$ cat src/rtl/bl_pwm.sv
module bl_pwm #(
  parameter int AW      = 5,
  parameter int DW      = 32,
  parameter int DIV_W   = 10,
  parameter int PER_W   = 12,
  parameter int HW_W    = 13,
  parameter int DIV_LSB = 16,
  parameter int HW_LSB  = 16
) (
  input  logic          clk,
  input  logic          rst_n,
  input  logic [AW-1:0] bus_addr,
  input  logic          bus_we,
  input  logic [DW-1:0] bus_wdata,
  output logic [DW-1:0] bus_rdata,
  output logic          pwm_out
);
  localparam logic [AW-1:0] A_RUN = AW'('h00);
  localparam logic [AW-1:0] A_CMT = AW'('h08);
  localparam logic [AW-1:0] A_DIV = AW'('h10);
  localparam logic [AW-1:0] A_PER = AW'('h14);

  logic             en_q, cmt_q, pend_q;
  logic [DIV_W-1:0] div_s, div_p, div_a, pre_cnt;
  logic [PER_W-1:0] per_s, per_p, per_a, per_cnt;
  logic [HW_W-1:0]  hw_s, hw_p, hw_a;

  logic wr_run, wr_cmt, wr_div, wr_per, commit, tick, wrap, apply;
  logic unused_wbits;

  assign wr_run = bus_we && (bus_addr == A_RUN);
  assign wr_cmt = bus_we && (bus_addr == A_CMT);
  assign wr_div = bus_we && (bus_addr == A_DIV);
  assign wr_per = bus_we && (bus_addr == A_PER);

  assign commit = wr_cmt && bus_wdata[0] && !cmt_q;
  assign tick   = (pre_cnt == div_a);
  assign wrap   = tick && (per_cnt == per_a);
  assign apply  = pend_q && (!en_q || wrap);
  assign unused_wbits = ^bus_wdata;

  // control and shadow registers
  always_ff @(posedge clk) begin
    if (!rst_n) begin
      en_q  <= 1'b0;
      cmt_q <= 1'b0;
      div_s <= '0;
      per_s <= '0;
      hw_s  <= '0;
    end else begin
      if (wr_run) en_q  <= bus_wdata[0];
      if (wr_cmt) cmt_q <= bus_wdata[0];
      if (wr_div) div_s <= bus_wdata[DIV_LSB +: DIV_W];
      if (wr_per) begin
        per_s <= bus_wdata[PER_W-1:0];
        hw_s  <= bus_wdata[HW_LSB +: HW_W];
      end
    end
  end

  // staging and active sets
  always_ff @(posedge clk) begin
    if (!rst_n) begin
      pend_q <= 1'b0;
      div_p  <= '0;
      per_p  <= '0;
      hw_p   <= '0;
      div_a  <= '0;
      per_a  <= '0;
      hw_a   <= '0;
    end else begin
      if (apply) begin
        div_a <= div_p;
        per_a <= per_p;
        hw_a  <= hw_p;
      end
      if (commit) begin
        div_p  <= div_s;
        per_p  <= per_s;
        hw_p   <= hw_s;
        pend_q <= 1'b1;
      end else if (apply) begin
        pend_q <= 1'b0;
      end
    end
  end

  // prescaler and period counter
  always_ff @(posedge clk) begin
    if (!rst_n || !en_q) begin
      pre_cnt <= '0;
      per_cnt <= '0;
    end else if (tick) begin
      pre_cnt <= '0;
      per_cnt <= wrap ? '0 : per_cnt + 1'b1;
    end else begin
      pre_cnt <= pre_cnt + 1'b1;
    end
  end

  assign pwm_out = en_q && (HW_W'(per_cnt) < hw_a);

  always_comb begin
    bus_rdata = '0;
    case (bus_addr)
      A_RUN: bus_rdata[0] = en_q;
      A_CMT: bus_rdata[0] = cmt_q;
      A_DIV: bus_rdata[DIV_LSB +: DIV_W] = div_s;
      A_PER: begin
        bus_rdata[PER_W-1:0]       = per_s;
        bus_rdata[HW_LSB +: HW_W]  = hw_s;
      end
      default: bus_rdata = '0;
    endcase
  end
endmodule

$ cat config.mk
export PLATFORM = sky130hd
export DESIGN_NAME = bl_pwm
export DESIGN_NICKNAME = d
export VERILOG_FILES = /design/src/rtl/bl_pwm.sv
export SDC_FILE = /design/constraint.sdc
export NUM_CORES = 1
export LEC_CHECK = 0
export ABC_AREA = 1
export BUFFER_PORTS_ARGS = -buffer_cell sky130_fd_sc_hd__buf_2
export CAP_MARGIN = 0
export CELL_PAD_IN_SITES_DETAIL_PLACEMENT = 0
export CELL_PAD_IN_SITES_GLOBAL_PLACEMENT = 1
export CORE_ASPECT_RATIO = 1.2
export CORE_MARGIN = 2
export CORE_UTILIZATION = 35
export CTS_CLUSTER_SIZE = 25
export DETAILED_ROUTE_END_ITERATION = 16
export PLACE_DENSITY_LB_ADDON = 0.1
export SETUP_SLACK_MARGIN = 0.4
export SKIP_LAST_GASP = 1
export SLEW_MARGIN = 20
export SYNTH_ARGS = -nofsm -noshare
export SYNTH_HDL_FRONTEND = slang
export SYNTH_SLANG_ARGS = --single-unit
$ cat constraint.sdc
create_clock -name clk -period 3.14 [get_ports clk]
set_input_delay 0.471 -clock clk [delete_from_list [all_inputs] [get_ports clk]]
set_output_delay 0.471 -clock clk [all_outputs]
set_load 0.03 [all_outputs]
==> results of run 1 <==
[final timing paths]
| path | endpoint | depth (start not counted) | start |
|---|---|---|---|
| worst max-delay path | pwm_out | 7 | per_cnt[4] |
| worst min-delay path | hw_s[5] | 3 | bus_wdata[21] |
| worst max register to register | hw_a[2] | 11 | pre_cnt[8] |
| worst min register to register | per_p[3] | 2 | per_p[3] |
[power by group through the flow]
stage	Clock, W	Sequential, W	Combinational (W)
floorplan	0	0.00170	0.0000920
global placement	0	0.00170	0.000128
detailed placement	0	0.00170	0.000129
CTS	0.00209	0.00167	0.000129
global route	0.00216	0.00167	0.000146
finish	0.00203	0.00167	0.000129
[final cells by class]
type                            count  area (um2)
Clock buffer                       17         425
Clock inverter                     15         181
Fill cell                        1776        9830
Inverter                          100         375
Multi-Input combinational cell    546        2720
Sequential cell                   130        2610
Tap cell                          216         270
Timing Repair Buffer               67         373
[layout by cell type (no fill, tap or decap), types with 4 or more instances in the layout]
cell type and count:
clkbuf_16 17, xnor2_1 8, ha_1 13, nand4_1 6
a22o_1 10, dfxtp_2 4, nand2_1 105, nor2_1 121
clkinvlp_4 5, nand3_1 55, o21ai_0 75, inv_1 92
buf_2 57, inv_6 4, buf_4 8, conb_1 7
dfxtp_1 126, xor2_1 13, inv_2 6, nor3_1 14
a21oi_1 102
[metal layers]
| layer | wire, um | vias up | track usage (%) |
|---|---|---|---|
| met4 | 212 | 0 | 5.68 |
| met3 | 527 | 18 | 4.35 |
| met5 | 0 | - | 0 |
| met1 | 7280 | 2286 | 23.6 |
| li1 | - | 2732 | - |
| met2 | 6140 | 84 | 24.0 |
[Yosys cell counts (7+ instances only)]
cell type and instances:
xor2_1 13, a21oi_1 102, buf_2 8, a22o_1 10
clkbuf_1 26, xnor2_1 8, o21ai_0 75, inv_1 92
dfxtp_1 130, buf_4 7, buf_6 7, ha_1 13
nor2_1 121, nand3_1 55, nand2_1 105, nor3_1 15
[through the flow]
step | instance area [um2] | setup slack, ns | hold WS, ns | util, % | cells
2_1_floorplan | 5980 | 0.955 | 0.430 | - | 828
3_3_place_gp | 6330 | 0.878 | 0.442 | 37.7 | 1059
3_5_place_dp | 6330 | 0.870 | 0.447 | 37.7 | 1059
4_1_cts | 6940 | 0.420 | 0.269 | 41.4 | 1091
5_1_grt | 6950 | 0.466 | 0.275 | 41.4 | 1091
6_report | 6950 | 0.634 | 0.288 | 41.4 | 1091
[tightest hold or removal path, stage by stage]
cell and delay (ns):
buf_2 0.09, nor2_1 0.04, nor2_1 0.08
[cells by family (layout without fill, tap and decap cells)]
kind of cell | after synthesis | count (layout)
compound gates | 191 | 191
xor+xnor | 21 | 21
other cells | 1 | 7
buf+inv | 152 | 199
simple gates | 314 | 314
flops | 130 | 130
fa+ha+maj | 13 | 13
[registers in the layout (all words and copies together) (netlist names)]
signal,flops
cmt_q,1
div_a,10
div_p,10
div_s,10
en_q,1
hw_a,13
hw_p,13
hw_s,13
pend_q,1
per_a,12
per_cnt,12
per_p,12
per_s,12
pre_cnt,10
==> results.toml, run 1 <==
[synth]
synth-simple-area-share_pct = 22.5
ys_types = 33
ys.flop_type = "dfxtp_1"
synth_top_cell_by_area = "dfxtp_1"
netlist_area_mm2 = 0.00595
async_reset_ff_share_pct = 0
netlist_instances = 822
synth_fa_ha_area_share_pct = 2.73
synth_top_area_share_pct = 43.7
syn_area_per_cell_um2 = 7.24
synth_edf_count = 0
ys_warn_count = 0
synth_xor_area_share_pct = 3.09
ys_top_cells_by_area = "dfxtp_1 (44%), a21oi_1 (8.6%), nor2_1 (7.6%)"
yosysSeqAreaShare_pct = 43.7
synth-seq-cells = 130
synth-compound-area-share_pct = 16.8
muxShareOfSynthArea_pct = 0
synth_top_family_by_area = "simple AND/OR/NAND/NOR gates"

[die]
fp.dieH_um = 147
pin_count = 73
initial_core_util_pct = 35.5
fp.dieW_um = 123
coreArea_mm2 = 0.0168
rows = 52
dieArea_mm2 = 0.0181

[timing]
tightest_slew_ns = 0.940
finalSetupViolations = 0
max-slew-margin-rel_pct = 37.4
finClkSkew_ns = 0.00854
max_freq_mhz = 399
hold_violations = 0
slew_viol_final = 0
grt_setup_unrepaired = "no"
period_share_pct = 79.8
min_period_ns = 2.51
tns_ns = 0

[setup_path]
critical_path.cell_chain = "ha_1, a21oi_1, o21ai_0, nor2_1, nor2_1, nor3_2, clkbuf_4"
crit_type = "reg2out"
crit_buf_inv = 1
crit_path_frequent_cell = "nor2_1"
cp_slowest_cell = "dfxtp_2"
cpPeakStageDelay_ns = 0.36
end_kind = "output pin"
reg2reg_slack_ns = 0.97
worst_setup_path_start_kind = "flip-flop"
crit_arrival_ns = 2.03
path_max_fanout = 6
worstPathRequired_ns = 2.67
critical-path-top-delay-family = "simple AND/OR/NAND/NOR gates"

[final_layout]
layout-drive-gt1-share_pct = 13.3
fin_nets = 915
syn2layout_area_growth_pct = 16.8
diodes = 0

[pwr]
p_seq_share_pct = 43.6
power.switching_w = 0.000868
ir_drop_mv = 0.354
power_w = 0.00382
power_per_cell_area_mw_per_mm2 = 550
p_int_w = 0.00296
comb_power_share_pct = 3.4
clockPowerShare_pct = 53.0
p_sw_share_pct = 22.7
power_leakage_nw = 2.81

[clock_tree]
cts_hold_buffers = 0
cts_tree = "yes"
cts_buffers = 17
clock_sinks = 130
ctsRootBufferMaster = "clkbuf_16"
clkTransAtPathRegs_ns = 0.06
post-cts-setup-buffer-count = 0
clock_latency_ns = 0.42
cts_resized = 0
ctsHtreeMaxLevel = 4
cts_max_path_buffers = 2

[route]
ant_nets = 0
vias = 5120
first_pass_iters = 4
routed_wl_um = 14200
vias_per_cell = 4.69
drc = 0
avgRoutedWirePerCell_um = 13.0
drt_iter0_drc = 256

[global_route]
antenna_found_initial = 0
track_usage_pct = 16.5
grt.overflow.total = 0
grt_pass1_wl_um = 23900
grt_max_degree = 107
first_global_vias = 4838

[status]
outcome = "completed"

[placed_design]
hpwl_um = 9690
portBuffers = 58
gp_congestion = 0.822

[worst_hold_path]
hp-class = "in2reg"

[run]
max-cap-violations = 0
(Power assumes the default switching activity.)
==> run 2, diff against run 1 <==
Clock period 3.14 ns to 2.45 ns, I/O delays scaled along.
==> run 2 against run 1 <==
  * Count of clock-buffer cells in the layout increased by 4
  * Sequential cell count unchanged
  * Clock skew increased by 0.00060 ns
  * Global-route usage increased by 0.18 points
  * First-iteration DRC count increased by 1.6%
  * Die area unchanged
  * Sequential power increased by 28%
  * Sequential share of layout area decreased by 0.83 points
  * Via count increased by 1.0%
  * Register-to-register slack got worse by 0.40 ns
  * Non-clock buffer count unchanged
  * Utilization increased by 1.4 points
  * Largest cell class unchanged
  * Highest routed layer unchanged
==> results.toml, run 2 (synthesized netlist as in run 1, its figures left out) <==
[pwr]
p_int_w = 0.00384
power_w = 0.00493
clockPowerShare_pct = 53.2
ir_drop_mv = 0.386
power_per_cell_area_mw_per_mm2 = 686
p_seq_share_pct = 43.3
power.switching_w = 0.00109
p_sw_share_pct = 22.1
comb_power_share_pct = 3.5
power_leakage_nw = 2.84

[timing]
grt_setup_unrepaired = "yes"
finalSetupViolations = 0
tns_ns = 0
slew_viol_final = 0
finClkSkew_ns = 0.00915
tightest_slew_ns = 0.631
min_period_ns = 2.20
max-slew-margin-rel_pct = 57.9
max_freq_mhz = 454
hold_violations = 0
layout_setup_ws_ns = 0.246
period_share_pct = 90.0

[clock_tree]
ctsRootBufferMaster = "clkbuf_16"
clock_latency_ns = 0.42
cts_tree = "yes"
ctsHtreeMaxLevel = 4
clkTransAtPathRegs_ns = 0.06
cts_hold_buffers = 0
clock_sinks = 130
cts_max_path_buffers = 2
cts_buffers = 17

[setup_path]
end_kind = "output pin"
r2r_end = "per_a[11]"
r2r_cells = 10
cp_slowest_cell = "dfxtp_4"
worstPathRequired_ns = 2.08
crit_arrival_ns = 1.84
crit_buf_inv = 1
r2r-start = "per_cnt[7]"
reg2reg_slack_ns = 0.57
critical_path.cell_chain = "ha_4, nand2_4, o21ai_2, nand3_2, a211oi_2, nor3_2, buf_4"
cpPeakStageDelay_ns = 0.37
path_max_fanout = 6
worst_setup_path_start_kind = "flip-flop"
critical-path-top-delay-family = "flip-flops"
crit_type = "reg2out"

[final_layout]
fillCellCount = 1775
final_common_cell = "nor2_1"
diodes = 0
layout-drive-gt1-share_pct = 17.2
syn2layout_area_growth_pct = 20.7
fin_nets = 917
layout_common_cells = "nor2_1 (121), dfxtp_1 (114), nand2_1 (103)"
reg_top3 = "hw_a: 13 flops, hw_p: 13 flops, hw_s: 13 flops"
final_area_mm2 = 0.00718

[placed_design]
gp_congestion = 0.804
placed_area_mm2 = 0.00634
pre_cts_slack_ns = 0.411
hpwl_um = 9670
portBuffers = 58

[global_route]
first_global_vias = 4887
track_usage_pct = 16.7
antenna_found_initial = 0
grt.overflow.total = 0
grt_pass1_wl_um = 24200
grt_max_degree = 107

[route]
routed_wl_um = 14800
ant_nets = 0
vias_per_cell = 4.73
drc = 0
vias = 5172
avgRoutedWirePerCell_um = 13.6
drt_iter0_drc = 260
first_pass_iters = 8

[die]
dieArea_mm2 = 0.0181
coreArea_mm2 = 0.0168
fp.dieH_um = 147
initial_core_util_pct = 35.5
rows = 52
pin_count = 73
fp.dieW_um = 123

[worst_hold_path]
hp-class = "in2reg"
whs_path_depth = 3
min_to = "div_s[5]"
hold_start = "bus_wdata[21]"

[status]
outcome = "completed"

[run]
max-cap-violations = 0
==> run 2: per-stage QoR <==
step / hold WS (ns) / cells / utilization (%)
after floorplan: 0.430 / 828 / -
after global placement: 0.446 / 1058 / 37.8
after detailed placement: 0.449 / 1058 / 37.8
after CTS: 0.166 / 1091 / 42.0
after global routing: 0.173 / 1093 / 42.8
final: 0.184 / 1093 / 42.8
==> run 2: worst max-delay path by stage <==
stage	endpoint	slack [ns]	from	depth (start not counted)
2_1_floorplan	pwm_out	0.61	per_cnt[4]	6
3_3_place_gp	pwm_out	0.43	per_cnt[4]	7
3_5_place_dp	per_cnt[1]	0.41	pre_cnt[0]	10
4_1_cts	pwm_out	0.19	hw_a[6]	8
5_1_grt	pwm_out	0.13	hw_a[4]	8
6_report	pwm_out	0.25	per_cnt[8]	7
==> run 2: power groups by stage <==
| stage | registers (W) | logic (W) | clock network [W] |
|---|---|---|---|
| floorplan | 0.00218 | 0.000118 | 0 |
| global placement | 0.00218 | 0.000167 | 0 |
| detailed placement | 0.00218 | 0.000168 | 0 |
| CTS | 0.00213 | 0.000169 | 0.00269 |
| global route | 0.00213 | 0.000199 | 0.00278 |
| finish | 0.00213 | 0.000174 | 0.00262 |
==> run 2: area by class of cell <==
class,count,area (um2),share of cell area [%]
Tap cell,216,270,3.76
Clock inverter,11,151,2.11
Sequential cell,130,2640,36.7
Clock buffer,21,460,6.41
Inverter,100,379,5.28
Multi-Input combinational cell,548,2900,40.4
Timing Repair Buffer,67,385,5.36
==> run 2: timing repair <==
item                                    4_1_cts  5_1_grt
pin swaps                                     6       12
buffers inserted                              1        0
cloned                                        0        2
endpoints found under the setup margin        1       54
resized for setup                            25       23
==> run 2: routing by layer <==
layer	part of all wire (%)	vias up	global-route usage, %	wire [um]
met1	50	2327	23.3	7360
li1	-	2740	-	-
met4	2.0	0	6.82	296
met3	3.4	24	3.92	499
met5	0	-	0	0
met2	45	81	24.6	6670
==> run 2: worst reg2reg max path, stage by stage, from the launching register on <==
cell     delay [ns]
dfxtp_4        0.36
buf_4          0.16
xnor2_1        0.15
nand2_1        0.08
nor2_1         0.09
nand2_1        0.08
nor2_2         0.18
nand2_4        0.21
nand2_8        0.27
a21oi_1        0.10
nor2_1         0.13
==> run 3, diff against run 2 <==
--- a/config.mk
+++ b/config.mk
@@ -17,2 +17,3 @@
 export DETAILED_ROUTE_END_ITERATION = 16
+export MAX_ROUTING_LAYER = met4
 export PLACE_DENSITY_LB_ADDON = 0.1
@@ -20,3 +21,3 @@
 export SKIP_LAST_GASP = 1
-export SLEW_MARGIN = 20
+export SLEW_MARGIN = 15
 export SYNTH_ARGS = -nofsm -noshare
==> constraint.sdc (replaced) <==
create_clock -name clk -period 2.45 [get_ports clk]
set_input_delay 0.49 -clock clk [delete_from_list [all_inputs] [get_ports clk]]
set_output_delay 0.49 -clock clk [all_outputs]
set_load 0.03 [all_outputs]
==> run 3 against run 2 <==
  * Critical path depth increased by 2
  * Non-clock buffer count is 6 higher
  * Clock skew is 0.0034 ns lower
  * First-iteration DRC count down 4.2%
  * Utilization is 0.35 points higher
  * Combinational power up 7%
  * Global-route usage up 0.53 points
  * Count of clock-buffer cells in the layout did not move
  * Fmax down 8.3%
  * Hold slack improved by 0.13 ns
  * Sequential share of layout area is 0.40 points lower
  * Die area unchanged
  * Largest cell class unchanged
==> results.toml, run 3 (synthesized netlist as in run 1, its figures left out) <==
[status]
outcome = "completed"

[final_layout]
reg_top3 = "hw_a: 13 flops, hw_p: 13 flops, hw_s: 13 flops"
fin_nets = 927
diodes = 0
layout-drive-gt1-share_pct = 17.8
layout_common_cells = "dfxtp_1 (118), nor2_1 (117), nand2_1 (102)"
final_common_cell = "dfxtp_1"
syn2layout_area_growth_pct = 21.6
fin_cells = 1102
fillCellCount = 1765

[die]
pin_count = 73
coreArea_mm2 = 0.0168
rows = 52
fp.dieH_um = 147
dieArea_mm2 = 0.0181
initial_core_util_pct = 35.5
fp.dieW_um = 123

[global_route]
antenna_found_initial = 0
track_usage_pct = 17.2
first_global_vias = 4939
grt.overflow.total = 0
grt_pass1_wl_um = 24400
grt_max_degree = 107

[timing]
layout_setup_ws_ns = 0.0451
max_freq_mhz = 416
finalSetupViolations = 0
max-slew-margin-rel_pct = 59.6
hold_violations = 0
tightest_slew_ns = 0.606
finClkSkew_ns = 0.00576
slew_viol_final = 0
grt_setup_unrepaired = "yes"
min_period_ns = 2.40
period_share_pct = 98.2

[placed_design]
pre_cts_slack_ns = 0.285
hpwl_um = 9720
dp.cells = 1060
gp_congestion = 0.799
portBuffers = 58

[clock_tree]
clock_sinks = 130
cts_buffers = 17
cts_tree = "yes"
ctsRootBufferMaster = "clkbuf_16"
cts_max_path_buffers = 2
ctsHtreeMaxLevel = 4
clock_latency_ns = 0.41
clkTransAtPathRegs_ns = 0.06

[route]
vias = 5267
routed_wl_um = 15300
vias_per_cell = 4.78
drt_iter0_drc = 249
avgRoutedWirePerCell_um = 13.9
ant_nets = 0
drc = 0
first_pass_iters = 4

[setup_path]
r2r_cells = 11
path_max_fanout = 2
worstPathRequired_ns = 1.96
worst_setup_path_start_kind = "flip-flop"
crit_type = "reg2out"
crit_arrival_ns = 1.91
end_kind = "output pin"

[worst_hold_path]
whs_path_depth = 3
hp-class = "in2reg"

[run]
max-cap-violations = 0

[pwr]
power_per_cell_area_mw_per_mm2 = 673
power_leakage_nw = 2.89
ir_drop_mv = 0.409
## run 3: repair_timing
| item | CTS | global route |
|---|---|---|
| pin swaps | 9 | 6 |
| setup buffers | 4 | 1 |
| hold buffers | 0 | 0 |
| cloned | 0 | 6 |
| setup endpoints to repair | 12 | 77 |
| resized for setup | 32 | 26 |
## run 3: worst paths after layout
path | startpoint | to | slack [ns]
max | hw_a[7] | pwm_out | 0.05
min | bus_wdata[21] | div_s[5] | 0.32
max reg2reg | per_cnt[6] | hw_a[1] | 0.54
min reg2reg | hw_p[12] | hw_p[12] | 0.45
## run 3: cell type report
class	instances	area (um2)	area share, %
multi-input combinational	549	2920	40.3
tap	216	270	3.73
sequential	130	2630	36.3
inverter	100	384	5.30
clock buffer	21	460	6.36
timing repair inverter	3	22.5	0.311
clock inverter	10	134	1.85
timing repair buffer	73	425	5.87
## run 3: per-layer routing
layer / wire length (um) / vias to the layer above / global-route usage [%]
met5: 0 / - / -
li1: - / 2758 / -
met2: 7110 / 94 / 24.5
met3: 469 / 18 / 3.65
met1: 7570 / 2397 / 24.1
met4: 196 / 0 / 6.02
## run 3: critical path, cell delays in order, from the launching register on
cell and delay (ns):
dfxtp_2 0.33, inv_2 0.04, ha_1 0.27, nand2_2 0.05
buf_4 0.14, nor4_4 0.20, nand3_1 0.12, nor2_2 0.11
nor3_2 0.06, buf_4 0.18
## run 3: where the power goes
group	switching [W]	leakage (nW)	internal, W
Clock	0.000912	0.289	0.00164
Sequential	0.00000806	1.06	0.00213
Combinational	0.000129	1.55	0.0000583
Total	0.00105	2.89	0.00382
## run 3: stage by stage
step	area (um2)	power, W	util, %	setup TNS (ns)	hold slack [ns]
5_1_grt	7240	0.00506	43.2	-0.0574	0.311
3_5_place_dp	6350	0.00235	37.8	0	0.448
4_1_cts	7080	0.00492	42.2	0	0.298
3_3_place_gp	6350	0.00235	37.8	0	0.442
2_1_floorplan	5980	0.00230	-	0	0.430
6_report	7240	0.00487	43.2	0	0.318
